===== config.mk =====
export PLATFORM = sky130hd
export DESIGN_NAME = amp_ctl_i2c
export DESIGN_NICKNAME = d
export VERILOG_FILES = /design/src/rtl/amp_ctl_pkg.sv /design/src/rtl/amp_ctl_sync.sv /design/src/rtl/amp_ctl_bus.sv /design/src/rtl/amp_ctl_regs.sv /design/src/rtl/amp_ctl_i2c.sv
export SDC_FILE = /design/constraint.sdc
export NUM_CORES = 1
export LEC_CHECK = 0
export BUFFER_PORTS_ARGS = -buffer_cell sky130_fd_sc_hd__buf_2
export CAP_MARGIN = 20
export CORE_ASPECT_RATIO = 0.75
export CORE_MARGIN = 2
export CORE_UTILIZATION = 45
export CTS_CLUSTER_SIZE = 30
export DETAILED_ROUTE_END_ITERATION = 10
export GPL_ROUTABILITY_DRIVEN = 0
export PLACE_DENSITY = 0.71
export SKIP_CTS_REPAIR_TIMING = 1
export SLEW_MARGIN = 20
export SYNTH_ARGS = -nofsm -noshare
export SYNTH_HDL_FRONTEND = slang
export SYNTH_HIERARCHICAL = 1
export SYNTH_SLANG_ARGS = --single-unit

===== constraint.sdc =====
create_clock -name clk_i -period 2.75 [get_ports clk_i]
set_input_delay 0.275 -clock clk_i [delete_from_list [all_inputs] [get_ports clk_i]]
set_output_delay 0.275 -clock clk_i [all_outputs]
set_load 0.1 [all_outputs]

===== src/rtl/amp_ctl_pkg.sv =====
package amp_ctl_pkg;
  localparam int unsigned DW  = 8;
  localparam int unsigned NCH = 2;

  localparam logic [6:0]    DEV_ADDR = 7'b1101100;
  localparam logic [DW-1:0] IX_STAT  = 8'h00;
  localparam logic [DW-1:0] IX_FMT   = 8'h10;
  localparam logic [DW-1:0] IX_GAIN  = 8'h20;
  localparam logic [DW-1:0] IX_MISC  = 8'h30;
  localparam logic [DW-1:0] IX_CLR   = 8'hFF;
  localparam logic [DW-1:0] CLR_KEY  = 8'hFF;

  localparam logic [6:0] FMT_RST  = 7'h08;
  localparam logic [2:0] MISC_RST = 3'b001;

  typedef enum logic [2:0] {
    ST_IDLE, ST_ADDR, ST_ADDR_ACK, ST_WR, ST_WR_ACK, ST_RD, ST_RD_ACK, ST_SKIP
  } bus_st_e;
endpackage


===== src/rtl/amp_ctl_sync.sv =====
module amp_ctl_sync #(
  parameter int unsigned W      = 2,
  parameter int unsigned STAGES = 2
) (
  input  logic         clk_i,
  input  logic         rst_ni,
  input  logic [W-1:0] d_i,
  output logic [W-1:0] q_o
);
  logic [W-1:0] pipe_q [STAGES];

  for (genvar s = 0; s < STAGES; s++) begin : g_stage
    always_ff @(posedge clk_i or negedge rst_ni) begin
      if (!rst_ni) pipe_q[s] <= '1;
      else if (s == 0) pipe_q[s] <= d_i;
      else pipe_q[s] <= pipe_q[(s == 0) ? 0 : s-1];
    end
  end

  assign q_o = pipe_q[STAGES-1];
endmodule


===== src/rtl/amp_ctl_bus.sv =====
module amp_ctl_bus
  import amp_ctl_pkg::*;
#(
  parameter logic [6:0] ADDR7 = DEV_ADDR
) (
  input  logic          clk_i,
  input  logic          rst_ni,
  input  logic          scl_s_i,
  input  logic          sda_s_i,
  input  logic [DW-1:0] rd_data_i,
  output logic          sda_oe_o,
  output logic [DW-1:0] ix_o,
  output logic          wr_en_o,
  output logic [DW-1:0] wr_data_o,
  output logic          rd_en_o
);
  localparam int unsigned CW = $clog2(DW + 1);
  localparam logic [CW-1:0] LAST = CW'(DW);

  bus_st_e       st_q;
  logic          scl_d, sda_d;
  logic [CW-1:0] cnt_q;
  logic [DW-1:0] sh_q, tx_q, ix_q;
  logic          rw_q, have_ix_q, done_q, oe_q;

  logic start_det, stop_det, scl_rise, scl_fall;
  assign start_det = scl_s_i & scl_d & sda_d & ~sda_s_i;
  assign stop_det  = scl_s_i & scl_d & ~sda_d & sda_s_i;
  assign scl_rise  = scl_s_i & ~scl_d;
  assign scl_fall  = ~scl_s_i & scl_d;

  always_ff @(posedge clk_i or negedge rst_ni) begin
    if (!rst_ni) begin
      st_q      <= ST_IDLE;
      scl_d     <= 1'b1;
      sda_d     <= 1'b1;
      cnt_q     <= '0;
      sh_q      <= '0;
      tx_q      <= '0;
      ix_q      <= '0;
      rw_q      <= 1'b0;
      have_ix_q <= 1'b0;
      done_q    <= 1'b0;
      oe_q      <= 1'b0;
      wr_en_o   <= 1'b0;
      wr_data_o <= '0;
      rd_en_o   <= 1'b0;
    end else begin
      scl_d   <= scl_s_i;
      sda_d   <= sda_s_i;
      wr_en_o <= 1'b0;
      rd_en_o <= 1'b0;
      if (start_det) begin
        st_q      <= ST_ADDR;
        cnt_q     <= '0;
        oe_q      <= 1'b0;
        have_ix_q <= 1'b0;
        done_q    <= 1'b0;
      end else if (stop_det) begin
        st_q <= ST_IDLE;
        oe_q <= 1'b0;
      end else begin
        unique case (st_q)
          ST_ADDR: begin
            if (scl_rise) begin
              sh_q  <= {sh_q[DW-2:0], sda_s_i};
              cnt_q <= cnt_q + 1'b1;
            end else if (scl_fall && cnt_q == LAST) begin
              cnt_q <= '0;
              if (sh_q[DW-1:1] == ADDR7) begin
                st_q <= ST_ADDR_ACK;
                oe_q <= 1'b1;
                rw_q <= sh_q[0];
              end else begin
                st_q <= ST_SKIP;
              end
            end
          end
          ST_ADDR_ACK: begin
            if (scl_fall) begin
              cnt_q <= '0;
              if (rw_q) begin
                st_q    <= ST_RD;
                tx_q    <= rd_data_i;
                oe_q    <= ~rd_data_i[DW-1];
                rd_en_o <= 1'b1;
              end else begin
                st_q <= ST_WR;
                oe_q <= 1'b0;
              end
            end
          end
          ST_WR: begin
            if (scl_rise) begin
              sh_q  <= {sh_q[DW-2:0], sda_s_i};
              cnt_q <= cnt_q + 1'b1;
            end else if (scl_fall && cnt_q == LAST) begin
              st_q  <= ST_WR_ACK;
              oe_q  <= 1'b1;
              cnt_q <= '0;
              if (!have_ix_q) begin
                ix_q      <= sh_q;
                have_ix_q <= 1'b1;
              end else begin
                wr_en_o   <= 1'b1;
                wr_data_o <= sh_q;
                done_q    <= 1'b1;
              end
            end
          end
          ST_WR_ACK: begin
            if (scl_fall) begin
              oe_q <= 1'b0;
              st_q <= done_q ? ST_SKIP : ST_WR;
            end
          end
          ST_RD: begin
            if (scl_rise) begin
              cnt_q <= cnt_q + 1'b1;
            end else if (scl_fall) begin
              if (cnt_q == LAST) begin
                st_q <= ST_RD_ACK;
                oe_q <= 1'b0;
              end else begin
                oe_q <= ~tx_q[DW-2];
                tx_q <= tx_q << 1;
              end
            end
          end
          ST_RD_ACK: if (scl_rise) st_q <= ST_SKIP;
          default: ;
        endcase
      end
    end
  end

  assign sda_oe_o = oe_q;
  assign ix_o     = ix_q;
endmodule


===== src/rtl/amp_ctl_regs.sv =====
module amp_ctl_regs
  import amp_ctl_pkg::*;
(
  input  logic              clk_i,
  input  logic              rst_ni,
  input  logic [DW-1:0]     ix_i,
  input  logic              wr_en_i,
  input  logic [DW-1:0]     wr_data_i,
  input  logic              rd_en_i,
  output logic [DW-1:0]     rd_data_o,
  output logic [6:0]        fmt_o,
  output logic [NCH*DW-1:0] gain_o,
  output logic [2:0]        misc_o
);
  logic clr;
  assign clr = wr_en_i && ix_i == IX_CLR && wr_data_i == CLR_KEY;

  logic [6:0]    fmt_q;
  logic [2:0]    misc_q;
  logic [DW-1:0] stat_q;

  always_ff @(posedge clk_i or negedge rst_ni) begin
    if (!rst_ni) begin
      fmt_q  <= FMT_RST;
      misc_q <= MISC_RST;
      stat_q <= '0;
    end else if (clr) begin
      fmt_q  <= FMT_RST;
      misc_q <= MISC_RST;
      stat_q <= '0;
    end else begin
      if (wr_en_i && ix_i == IX_FMT)  fmt_q  <= wr_data_i[6:0];
      if (wr_en_i && ix_i == IX_MISC) misc_q <= wr_data_i[3:1];
      if (wr_en_i || rd_en_i)         stat_q <= ix_i;
    end
  end

  for (genvar c = 0; c < NCH; c++) begin : g_ch
    localparam logic [DW-1:0] IX = DW'(IX_GAIN + c);
    logic [DW-1:0] q;
    always_ff @(posedge clk_i or negedge rst_ni) begin
      if (!rst_ni) q <= '0;
      else if (clr) q <= '0;
      else if (wr_en_i && ix_i == IX) q <= wr_data_i;
    end
    assign gain_o[c*DW +: DW] = q;
  end

  always_comb begin
    rd_data_o = '0;
    unique case (ix_i)
      IX_STAT: rd_data_o = stat_q;
      IX_FMT:  rd_data_o = {1'b0, fmt_q};
      IX_MISC: rd_data_o = {4'b0000, misc_q, 1'b1};
      default: ;
    endcase
    for (int c = 0; c < NCH; c++)
      if (ix_i == DW'(IX_GAIN + c)) rd_data_o = gain_o[c*DW +: DW];
  end

  assign fmt_o  = fmt_q;
  assign misc_o = misc_q;
endmodule


===== src/rtl/amp_ctl_i2c.sv =====
module amp_ctl_i2c
  import amp_ctl_pkg::*;
(
  input  logic       clk_i,
  input  logic       rst_ni,
  input  logic       scl_i,
  input  logic       sda_i,
  output logic       sda_oe_o,
  output logic [2:0] fmt_o,
  output logic [1:0] rate_o,
  output logic [1:0] mclk_div_o,
  output logic [5:0] gain_l_o,
  output logic       mute_l_o,
  output logic       off_l_o,
  output logic [5:0] gain_r_o,
  output logic       mute_r_o,
  output logic       off_r_o,
  output logic       mute_pulse_o,
  output logic       mod_index_o,
  output logic       ns_order_o
);
  logic [1:0]        bus_s;
  logic              scl_s, sda_s;
  logic [DW-1:0]     acc_ix, wr_data, rd_data;
  logic              wr_en, rd_en;
  logic [6:0]        fmt;
  logic [NCH*DW-1:0] gain;
  logic [2:0]        misc;

  amp_ctl_sync #(.W(2), .STAGES(2)) u_sync (
    .clk_i (clk_i), .rst_ni (rst_ni), .d_i ({scl_i, sda_i}), .q_o (bus_s)
  );
  assign scl_s = bus_s[1];
  assign sda_s = bus_s[0];

  amp_ctl_bus u_bus (
    .clk_i (clk_i), .rst_ni (rst_ni), .scl_s_i (scl_s), .sda_s_i (sda_s),
    .rd_data_i (rd_data), .sda_oe_o (sda_oe_o), .ix_o (acc_ix),
    .wr_en_o (wr_en), .wr_data_o (wr_data), .rd_en_o (rd_en)
  );

  amp_ctl_regs u_regs (
    .clk_i (clk_i), .rst_ni (rst_ni), .ix_i (acc_ix), .wr_en_i (wr_en),
    .wr_data_i (wr_data), .rd_en_i (rd_en), .rd_data_o (rd_data),
    .fmt_o (fmt), .gain_o (gain), .misc_o (misc)
  );

  assign fmt_o        = fmt[2:0];
  assign rate_o       = fmt[4:3];
  assign mclk_div_o   = fmt[6:5];
  assign gain_l_o     = gain[5:0];
  assign mute_l_o     = gain[6];
  assign off_l_o      = gain[7];
  assign gain_r_o     = gain[DW+5:DW];
  assign mute_r_o     = gain[DW+6];
  assign off_r_o      = gain[DW+7];
  assign mute_pulse_o = misc[0];
  assign mod_index_o  = misc[1];
  assign ns_order_o   = misc[2];
endmodule


* Word-level counts from Yosys, hierarchy flattened *
Index checks and enable logic that the tools add are counted.

word-level totals
  bits of input ports = 4
  bits in registers = 84

cells by class
  bitwise gates (word level) = 17
  eq/ne operators = 35
  multiplexer cells = 76
  reduce and logical (&&, ||, !) cells = 32
  add/sub/neg operators = 1

operators with widths
  operator                                               count
  2-to-1 mux 8 bit                                       8
  2-to-1 mux 3 bit                                       17
  2-to-1 mux 7 bit                                       7
  inequality test 4 x 1 -> 1 bit, second input constant  9
  2-to-1 mux 1 bit                                       33
  equality test 8 x 6 -> 1 bit, second input constant    3
  2-to-1 mux 4 bit                                       6
  case mux 8 bit (3 select lines)                        1
  case mux 3 bit (6 select lines)                        1
  AND reduction 6 bit                                    3
  nonzero test 2 bit                                     9
  equality test 8 bit, second input constant             2
  case mux 7 bit (2 select lines)                        1
  inequality test 4 x 2 -> 1 bit, second input constant  3
  case mux 4 bit (3 select lines)                        1
  AND reduction 11 bit                                   1
  inequality test 2 x 1 -> 1 bit, second input constant  5
  NOT 1 bit                                              10
  AND reduction 10 bit                                   1
  AND reduction 5 bit                                    2
  equality test 3 bit, second input constant             3
  equality test 8 x 5 -> 1 bit, second input constant    1
  logical NOT 8 bit                                      1
  AND reduction 4 bit                                    2
  other kinds (16)                                       31

* Longest topological paths before layout *
Gate-level depths: netlist of run 1.

  depth after elaboration = 10
  gate-level depth with buffers = 9
  gate-level depth less buffers = 7

* Modules after synthesis *
The synthesis of run 1 kept the hierarchy.

by module, submodules not included
  module        times used  seq. area each (um^2)  area each (um^2)  cells each
  amp_ctl_bus   1           1,153.6                2,142.1           201
  amp_ctl_regs  1           853.3                  1,828.0           189
  amp_ctl_sync  1           105.1                  120.1             6

* Worst setup path after synthesis of run 1 *
OpenSTA, ideal clock, no wires.

  path type = reg-to-reg
  start point = register u_bus.ix_q[3] (netlist: u_bus/ix_o[3])
  end point = register u_bus.oe_q (netlist: u_bus/sda_oe_o)
  cell stages (with the launch flop) = 10
  data required time = 2.670 ns
  arrival = 2.108 ns
  slack = 0.562 ns
  setup time = 0.080 ns
  clock period less this slack = 2.188 ns
  cell sequence = dfrtp_1 or4_4 buf_6 or4_1 clkbuf_1 nor2_1 nor4b_1 o21ai_0 a21oi_1 mux2i_1

on the way
  word-level cells in the longest chain between the ends = 10
  elaborated cells between the ends (all ways) = 14

RTL lines
  what                                                  RTL line            source
  start, declared                                       amp_ctl_bus.sv:23   logic [DW-1:0] sh_q, tx_q, ix_q;
  start signal, assigned                                amp_ctl_bus.sv:102  ix_q <= sh_q;
  equality test 8 x 6 -> 1 bit (tied with other cells)  amp_ctl_regs.sv:51  unique case (ix_i)
  case mux 8 bit (3 select lines)                       amp_ctl_regs.sv:51
  2-to-1 mux 8 bit                                      amp_ctl_regs.sv:58  if (ix_i == DW'(IX_GAIN + c)) rd_data_o = gain_o[c*DW +: DW];
  2-to-1 mux 8 bit (*)                                  amp_ctl_regs.sv:58
  named net rd_data[7]                                  amp_ctl_i2c.sv:24   logic [DW-1:0] acc_ix, wr_data, rd_data;
  NOT 1 bit (*)                                         amp_ctl_bus.sv:85   oe_q <= ~rd_data_i[DW-1];
  2-to-1 mux 1 bit (*)                                  amp_ctl_bus.sv:82   if (rw_q) begin
  2-to-1 mux 1 bit (*)                                  amp_ctl_bus.sv:80   if (scl_fall) begin
  case mux 1 bit (5 select lines) (*)                   amp_ctl_bus.sv:63   unique case (st_q)
  2-to-1 mux 1 bit (*)                                  amp_ctl_bus.sv:59   end else if (stop_det) begin
  2-to-1 mux 1 bit (*)                                  amp_ctl_bus.sv:53   if (start_det) begin
  end signal, assigned                                  amp_ctl_bus.sv:85
  end signal, assigned                                  amp_ctl_bus.sv:125  oe_q <= ~tx_q[DW-2];
  end, declared                                         amp_ctl_bus.sv:24   logic rw_q, have_ix_q, done_q, oe_q;

Mark *: on every way through the listed nets, which the timed path passes. The rest lies on a longest branch. The select of a mux whose other input is x is not followed.
A chain may end at the register's enable or synchronous reset.

* Final worst setup path of run 1 *
Same ends and word-level chain as after synthesis.

==> impl_metrics.toml, run 1 <==
[worst_setup_path]
crit_end = "u_bus/sda_oe_o"
cp.depth = 6
critical-path-top-delay-family = "simple AND/OR/NAND/NOR gates"
ff2ff_path_depth = 6
crit_path_end_kind = "flop"
worstSetupStartpoint = "u_bus/ix_o[3]"
worstSetupStartpointType = "flop"
crit_arrival_ns = 2.56
regToRegStartpoint = "u_bus/ix_o[3]"
cp_num_buf_inv = 0
worstSetupPathType = "reg -> reg"
r2r_end = "u_bus/sda_oe_o"
cpMaxStageDelayCell = "or4_4"
path_cells = "or4_4 > nor3_1 > nor4b_1 > o21ai_0 > a21oi_1 > mux2i_1"
cpPeakStageDelay_ns = 0.62
crit_fanout = 8
worstPathRequired_ns = 2.96
regToRegSetupSlack_ns = 0.40

[yosys]
synth_area_leaders = "dfrtp_1, nand2_1, mux2i_1"
yosysWarnings = 6
synth_cell_type_count = 58
synth_edf_count = 0
synthArstFlopShare_pct = 100
synthCells = 396
synthFlopType = "dfrtp_1"
synth-seq-cells = 84
postSynthAreaPerCell_um2 = 10.3
yosysTopAreaCell = "dfrtp_1"
synth_area_um2 = 4090
syn-num-nets = 402
ys_seq_area_share_pct = 51.6
synth_top_area_share_pct = 46.5

[clock_tree]
cts_root_buf = "clkbuf_16"
htreeDepth = 3
cts_tree = "built"
clk_latency_ns = 0.34
cts_buffers = 9
path_clk_slew_ns = 0.06
clockBufferDepth = 2
clkSinkCount = 84

[drt]
routed_wl_um = 9270
firstDrtPassIters = 5
route.vias.total = 3096
wl_per_cell_um = 17.3
via_per_inst = 5.79
drt_iter0_markers = 227
drcViolationCount = 0
ant_nets = 0

[placed_design]
placedInstanceArea_um2 = 4290
io_buffer_count = 30
place_hpwl_um = 6510

[grt]
grt_pass1_wl_um = 15300
grt_pass1_vias = 2911
grt_overflow_total = 0
grt_start_max_net_pins = 85
antenna_found_initial = 0
grt_use_total_pct = 20.6

[final_layout]
final_nets = 424
num-fill-cells = 815
drive_gt1_share_pct = 21.0
area_delta_synth_final_pct = 12.5
n_antenna_cell = 0
stdcell_area_um2 = 4600
final_cell_mix = "dfrtp_1, nand2_1, nor2_1"
layout_commonest_cell = "dfrtp_1"
fin_util_pct = 51.5

[sta]
skew_ns = 0.00363
timing.fmax_mhz = 426
rsz0062_at_grt = "false"
finalCriticalPeriod_ns = 2.35
tightest_slew_ns = 0.742
setup_viol = 0
setup-tns-final_ns = 0
post-route-period-util_pct = 85.3
slew_headroom_pct = 50.6
slew_viol_final = 0
holdWs_ns = -0.0217
hold_violations = 27

[flow_run]
drv_cap = 0

[pwr]
p_comb_share_pct = 18.1
p_switching_mw = 0.969
power.density_nw_per_um2 = 718
p_seq_share_pct = 45.3
p_clk_share_pct = 36.7
p_int_mw = 2.33
leakage_nw = 2.22
ir_worst_vdd_v = 0.000525
swShare_pct = 29.3

[floorplanning]
die_width_um = 114
coreArea_um2 = 8930
design.portCount = 31
num_rows = 30
start_util_pct = 45.8
chipHeight_um = 86.6
die_area_um2 = 9880

[hold_path]
min_path_type = "in -> async"

[outcome]
violations = "hold timing"
status = "complete, but fails checks"
registers in the layout, indices dropped and copies added, names as in the netlist, 2 cells and up:
signal,count
u_bus/st_q,3
u_regs/g_ch.q,16
u_sync/pipe_q,2
u_regs/stat_q,8
u_bus/sh_q,8
u_bus/wr_data_o,8
u_sync/q_o,2
u_bus/cnt_q,4
u_bus/ix_o,8
u_regs/misc_o,3
u_bus/tx_q,7
u_regs/fmt_o,7
stage by stage:
step / hold WS, ns / std cells / power [mW] / setup slack [ns]
after floorplan: -0.0206 / 396 / 1.97 / 0.562
after global placement: 0.345 / 519 / 2.08 / 0.555
after detailed placement: 0.348 / 519 / 2.11 / 0.454
after CTS: 0.0223 / 535 / 3.33 / 0.451
after global routing: 0.0207 / 535 / 3.46 / 0.184
final: -0.0217 / 535 / 3.30 / 0.404
metal layers:
layer | part of all wire (%) | up-vias | track usage (%)
met5 | 0 | - | 0
met4 | 1.5 | 0 | 6.98
met3 | 7.5 | 12 | 7.55
met2 | 43 | 111 | 29.0
met1 | 48 | 1527 | 29.5
li1 | - | 1446 | -
logic make-up (layout without fill, tap and decap cells):
kind of cell             after synthesis  after routing  synth area share (%)
AO/OA/AOI/OAI                         73             73                  11.8
XOR/XNOR                               1              1                 0.214
flip-flops                            84             84                  51.6
multiplexers                          44             44                  11.7
AND/OR/NAND/NOR                      166            166                  20.7
buffers and inverters                 26             53                  3.36
adder cells (fa/ha/maj)                2              2                 0.612
how the worst min path moves through the flow:
stage / start / endpoint / slack, ns / cells past startpoint
after floorplan: rst_ni / u_bus/cnt_q[0] / -0.02 / 0
after global placement: u_sync/pipe_q[3] / u_sync/q_o[1] / 0.35 / 0
after detailed placement: u_sync/pipe_q[2] / u_sync/q_o[0] / 0.35 / 0
after CTS: scl_i / u_sync/pipe_q[3] / 0.02 / 1
after global routing: sda_i / u_sync/pipe_q[2] / 0.02 / 1
final: rst_ni / u_regs/g_ch[1].q[2] / -0.02 / 1
final cells by class:
class	count	area [µm²]	share of cell area (%)
well taps	112	140	3.05
clock buffers	12	256	5.58
clock inverters	4	47.5	1.03
repair buffers	33	179	3.89
inverters	4	15.0	0.326
multi-input cells	286	1850	40.2
flip-flops and latches	84	2110	45.9
synthesized netlist by cell type, types with 3 or more instances:
| cell type | number |
|---|---|
| o21ai_0 | 25 |
| or4_1 | 3 |
| a21oi_1 | 9 |
| o211ai_1 | 4 |
| nand3_1 | 7 |
| nor2_1 | 38 |
| nand2_1 | 71 |
| buf_6 | 3 |
| o22ai_1 | 3 |
| o21ai_1 | 3 |
| inv_1 | 4 |
| nand4_1 | 3 |
| nor2b_1 | 5 |
| a21o_1 | 5 |
| buf_4 | 3 |
| mux2_2 | 17 |
| a211o_1 | 3 |
| nand2b_1 | 9 |
| o2bb2ai_1 | 8 |
| mux2i_1 | 25 |
| dfrtp_1 | 76 |
| clkbuf_1 | 11 |
| o22a_1 | 3 |
| dfstp_2 | 8 |
| buf_2 | 5 |
power groups by stage:
stage | combinational [mW] | clock (mW) | sequential [mW]
2_1_floorplan | 0.493 | 0 | 1.48
3_3_place_gp | 0.577 | 0 | 1.51
3_5_place_dp | 0.596 | 0 | 1.51
4_1_cts | 0.596 | 1.24 | 1.49
5_1_grt | 0.657 | 1.29 | 1.52
6_report | 0.597 | 1.21 | 1.50
Note: power is estimated with default switching activity, not from simulation.
==> run 2, diff against run 1 <==
ABC_AREA = 1   (was unset)
CTS_CLUSTER_DIAMETER = 80   (was unset)
PLACE_DENSITY = 0.7   (was 0.71)
==> impl_metrics.toml, run 2 <==
[floorplanning]
design.portCount = 31
coreArea_um2 = 9200
chipHeight_um = 88.9
num_rows = 30
die_area_um2 = 10400
start_util_pct = 47.1
die_width_um = 117

[drt]
firstDrtPassIters = 5
drcViolationCount = 0
via_per_inst = 5.30
ant_nets = 0
wl_per_cell_um = 14.2
drt_iter0_markers = 321
routed_wl_um = 10100
route.vias.total = 3749

[worst_setup_path]
worstSetupStartpointType = "flop"
crit_fanout = 16
crit_arrival_ns = 2.12
crit_path_end_kind = "flop"
worstPathRequired_ns = 3.00
worstSetupPathType = "reg -> reg"

[pwr]
power.density_nw_per_um2 = 700
leakage_nw = 2.48
p_int_mw = 2.25
p_clk_share_pct = 34.2
ir_worst_vdd_v = 0.000437
p_seq_share_pct = 42.9
p_switching_mw = 1.11
swShare_pct = 32.9
p_comb_share_pct = 22.9

[yosys]
synth_area_leaders = "dfrtp_1, nand2_1, nand3_1"
synthCells = 550
synth_top_area_share_pct = 43.9
synth_area_um2 = 4330
synthArstFlopShare_pct = 100
yosysWarnings = 6
postSynthAreaPerCell_um2 = 7.87
synthFlopType = "dfrtp_1"
synth.most_common_cell = "nand2_1"
ys_seq_area_share_pct = 48.8
ys_top_cells_by_count = "nand2_1, nand3_1, dfrtp_1"
yosysTopAreaCell = "dfrtp_1"
synth-seq-cells = 84
synth_edf_count = 0
synth_cell_type_count = 32
syn-num-nets = 556

[final_layout]
layout_commonest_cell = "nand2_1"
fin_cells = 708
n_antenna_cell = 0
register_area_um2 = 2110
regMostFlops = "u_regs/g_ch.q"
final_cell_mix = "nand2_1, nand3_1, dfrtp_1"
multi_input_area_um2 = 1880
largest_reg_flops = 16
num-fill-cells = 876
drive_gt1_share_pct = 14.1
area_delta_synth_final_pct = 10.9
final_nets = 581

[grt]
grt_pass1_wl_um = 16700
grt_start_max_net_pins = 85
grt_overflow_total = 0
grt_use_total_pct = 20.9
grt_pass1_vias = 3488
antenna_found_initial = 0

[outcome]
violations = "hold timing"
status = "complete, but fails checks"

[sta]
post-route-period-util_pct = 67.9
timing.fmax_mhz = 535
rsz0062_at_grt = "false"
holdWs_ns = -0.0159
skew_ns = 0.00617
setup-tns-final_ns = 0
setup_viol = 0
fin_ws_ns = 0.882
tightest_slew_ns = 0.737
finalCriticalPeriod_ns = 1.87
slew_viol_final = 0
slew_headroom_pct = 50.9
hold_violations = 24

[clock_tree]
clk_latency_ns = 0.33
cts_tree = "built"
path_clk_slew_ns = 0.06
cts_buffers = 9
cts_root_buf = "clkbuf_16"
clockBufferDepth = 2
clkSinkCount = 84
htreeDepth = 3

[placed_design]
io_buffer_count = 30
place_hpwl_um = 7140
pre_cts_slack_ns = 0.941
dp.cells = 692

[flow_run]
drv_cap = 0

[hold_path]
min_path_type = "in -> async"
run 2: cell types whose count changed after synthesis, moves of 6 or more:
cell,change
clkbuf_1,-9
inv_1,+43
inv_2,+6
mux2_2,-17
mux2i_1,-25
nand2_1,+98
nand2b_1,-9
nand3_1,+84
nand4_1,+7
nor2_1,+6
o2bb2ai_1,-8
run 2: path summary, 6_finish.rpt:
path,from,endpoint,slack (ns),cells after the start
worst max-delay path,u_bus/ix_o[0],u_bus/tx_q[6],0.88,11
max in group asynchronous,rst_ni,u_bus/st_q[2],2.26,1
worst min-delay path,rst_ni,u_regs/fmt_o[1],-0.02,1
min in group clk_i,sda_i,u_sync/pipe_q[2],0.04,1
worst max register to register,u_bus/ix_o[0],u_bus/tx_q[6],0.88,11
worst min register to register,u_sync/pipe_q[2],u_sync/q_o[0],0.36,0
run 2: layer usage:
metal | wire (µm) | global-route usage (%)
met1 | 4690 | 29.1
met3 | 704 | 5.15
met4 | 294 | 9.30
met2 | 4390 | 31.2
met5 | 0 | 0
run 2: power groups by stage:
stage               clock network [mW]  registers [mW]  logic [mW]
floorplan                            0            1.46       0.594
global placement                     0            1.45       0.735
detailed placement                   0            1.46       0.752
CTS                               1.17            1.44       0.760
global route                      1.22            1.45       0.898
finish                            1.15            1.44       0.770
run 2: area by class of cell:
cell class                 instances  share of cell area, %
clock buffer                      13                   5.01
clock inverter                     3                  0.834
inverter                          54                   4.25
multi-input combinational        395                   39.1
sequential                        84                   44.0
tap                              128                   3.34
timing repair buffer              31                   3.42
run 2: per-stage QoR:
step | power [mW] | instance area [µm²] | utilization, %
after floorplan | 2.05 | 4330 | -
after global placement | 2.19 | 4510 | 49.1
after detailed placement | 2.21 | 4510 | 49.1
after CTS | 3.37 | 4790 | 52.1
after global routing | 3.57 | 4800 | 52.2
final | 3.36 | 4800 | 52.2
run 2: cells by family (layout without fill, tap and decap cells):
family	Yosys count	after routing	share of synthesized area, %
adder cells (fa/ha/maj)	2	2	0.578
AO/OA/AOI/OAI	51	51	6.27
XOR/XNOR	1	1	0.202
flip-flops	84	84	48.8
buffers and inverters	71	101	7.81
AND/OR/NAND/NOR	341	341	36.3
run 2: critical path, cell delays in order (launching register included):
cell,delay (ns)
dfrtp_1,0.44
nor2_1,0.11
nand2_1,0.16
inv_2,0.27
nand2_1,0.14
inv_1,0.16
nand2_1,0.09
nand4_1,0.09
nand2_1,0.06
o21ai_0,0.11
nand2_1,0.07
o21ai_0,0.09
==> run 3, diff against run 2 <==
clock period = 1.93 ns   (was 2.75 ns; I/O delays follow)
==> impl_metrics.toml, run 3 (synthesized netlist as in run 2, its figures left out) <==
[final_layout]
area_delta_synth_final_pct = 15.7
stdcell_area_um2 = 5010
drive_gt1_share_pct = 16.3
layout_commonest_cell = "nand2_1"
final_cell_mix = "nand2_1, nand3_1, dfrtp_1"
n_antenna_cell = 0
num-fill-cells = 848
largest_reg_flops = 16
final_nets = 595
regMostFlops = "u_regs/g_ch.q"

[pwr]
power.density_nw_per_um2 = 1040
p_int_mw = 3.57
leakage_nw = 2.59
p_clk_share_pct = 39.1
p_comb_share_pct = 21.9
p_switching_mw = 1.62
swShare_pct = 31.2
ir_worst_vdd_v = 0.000776
p_seq_share_pct = 39.0

[clock_tree]
cts_tree = "built"
clk_latency_ns = 0.34
htreeDepth = 3
clockBufferDepth = 2
cts_buffers = 9
path_clk_slew_ns = 0.06
clkSinkCount = 84
cts_root_buf = "clkbuf_16"

[worst_setup_path]
cpMaxStageDelayCell = "dfrtp_1"
crit_path_end_kind = "flop"
crit_arrival_ns = 1.99
worstSetupPathType = "reg -> reg"
cpPeakStageDelay_ns = 0.42
regToRegSetupSlack_ns = 0.22
path_cells = "nor2_1 > nand2_1 > inv_2 > buf_4 > nand3_4 > inv_2 > nand3_1 > nand2_1"
worstPathRequired_ns = 2.20
worstSetupStartpointType = "flop"
crit_fanout = 9

[sta]
timing.fmax_mhz = 583
skew_ns = 0.00859
finalCriticalPeriod_ns = 1.71
setup_viol = 0
slew_headroom_pct = 65.3
post-route-period-util_pct = 88.8
slew_viol_final = 0
hold_violations = 0
tightest_slew_ns = 0.521
setup-tns-final_ns = 0
rsz0062_at_grt = "false"

[floorplanning]
coreArea_um2 = 9200
die_area_um2 = 10400
design.portCount = 31
num_rows = 30
start_util_pct = 47.1
die_width_um = 117
chipHeight_um = 88.9

[hold_path]
min_path_type = "in -> async"

[grt]
antenna_found_initial = 0
grt_pass1_wl_um = 17000
grt_overflow_total = 0
grt_pass1_vias = 3374
grt_use_total_pct = 21.2
grt_start_max_net_pins = 64

[drt]
routed_wl_um = 10200
wl_per_cell_um = 14.1
firstDrtPassIters = 5
drt_iter0_markers = 379
drcViolationCount = 0
route.vias.total = 3826
ant_nets = 0
via_per_inst = 5.30

[flow_run]
drv_cap = 0

[placed_design]
io_buffer_count = 30
placedInstanceArea_um2 = 4610
place_hpwl_um = 7300

[outcome]
status = "completed"
[run 3: cell count changes in the layout (fill, tap and decap cells not counted), sizes merged]
cell	before	now
dlygate4sd3	0	3
clkbuf	13	11
clkinv	3	1
buf	31	42
bufinv	1	3
inv	53	54
clkinvlp	0	1
[run 3: worst max-delay path: cells and delay by family (launching register included)]
kind	cells	cell delay, ns
buffers and inverters	3	0.54
flip-flops	1	0.42
AND/OR/NAND/NOR	5	0.68
[run 3: path summary, 6_finish.rpt]
kind,start,to,cells after the start
max in group asynchronous,rst_ni,u_sync/q_o[0],3
min in group clk_i,u_sync/pipe_q[3],u_sync/q_o[1],0
min,rst_ni,u_regs/misc_o[1],2
max,u_bus/ix_o[3],u_regs/g_ch[0].q[1],8
max reg2reg,u_bus/ix_o[3],u_regs/g_ch[0].q[1],8
min reg2reg,u_sync/pipe_q[3],u_sync/q_o[1],0
[run 3: per-layer routing]
metal | wire [µm] | global-route usage (%)
met5 | 0 | 0
met1 | 4780 | 30.8
met3 | 881 | 6.10
met2 | 4350 | 30.7
met4 | 201 | 6.74
[run 3: layout make-up]
type	instances	area, µm²	area share (%)
well taps	128	160	3.20
clock buffers	11	253	5.05
repair buffers	45	285	5.70
clock inverters	5	106	2.12
multi-input cells	395	1890	37.7
flip-flops and latches	84	2110	42.2
inverters	54	204	4.07
[run 3: power by group through the flow]
stage	clock (mW)	combinational (mW)	sequential (mW)
after detailed placement	0	1.12	2.05
after global routing	2.15	1.30	2.05
final	2.03	1.14	2.03
after global placement	0	1.11	2.05
after CTS	2.08	1.12	2.02
after floorplan	0	0.846	2.08
[run 3: metrics by stage]
stage | cells | worst slack (ns) | hold WS (ns) | util, % | power, mW
2_1_floorplan | 550 | 0.304 | -0.103 | - | 2.92
3_3_place_gp | 703 | 0.215 | 0.0979 | 50.1 | 3.16
3_5_place_dp | 703 | 0.182 | 0.0987 | 50.1 | 3.17
4_1_cts | 719 | 0.153 | -0.263 | 54.0 | 5.22
5_1_grt | 722 | 0.0403 | 0.320 | 54.4 | 5.50
6_report | 722 | 0.216 | 0.287 | 54.4 | 5.19
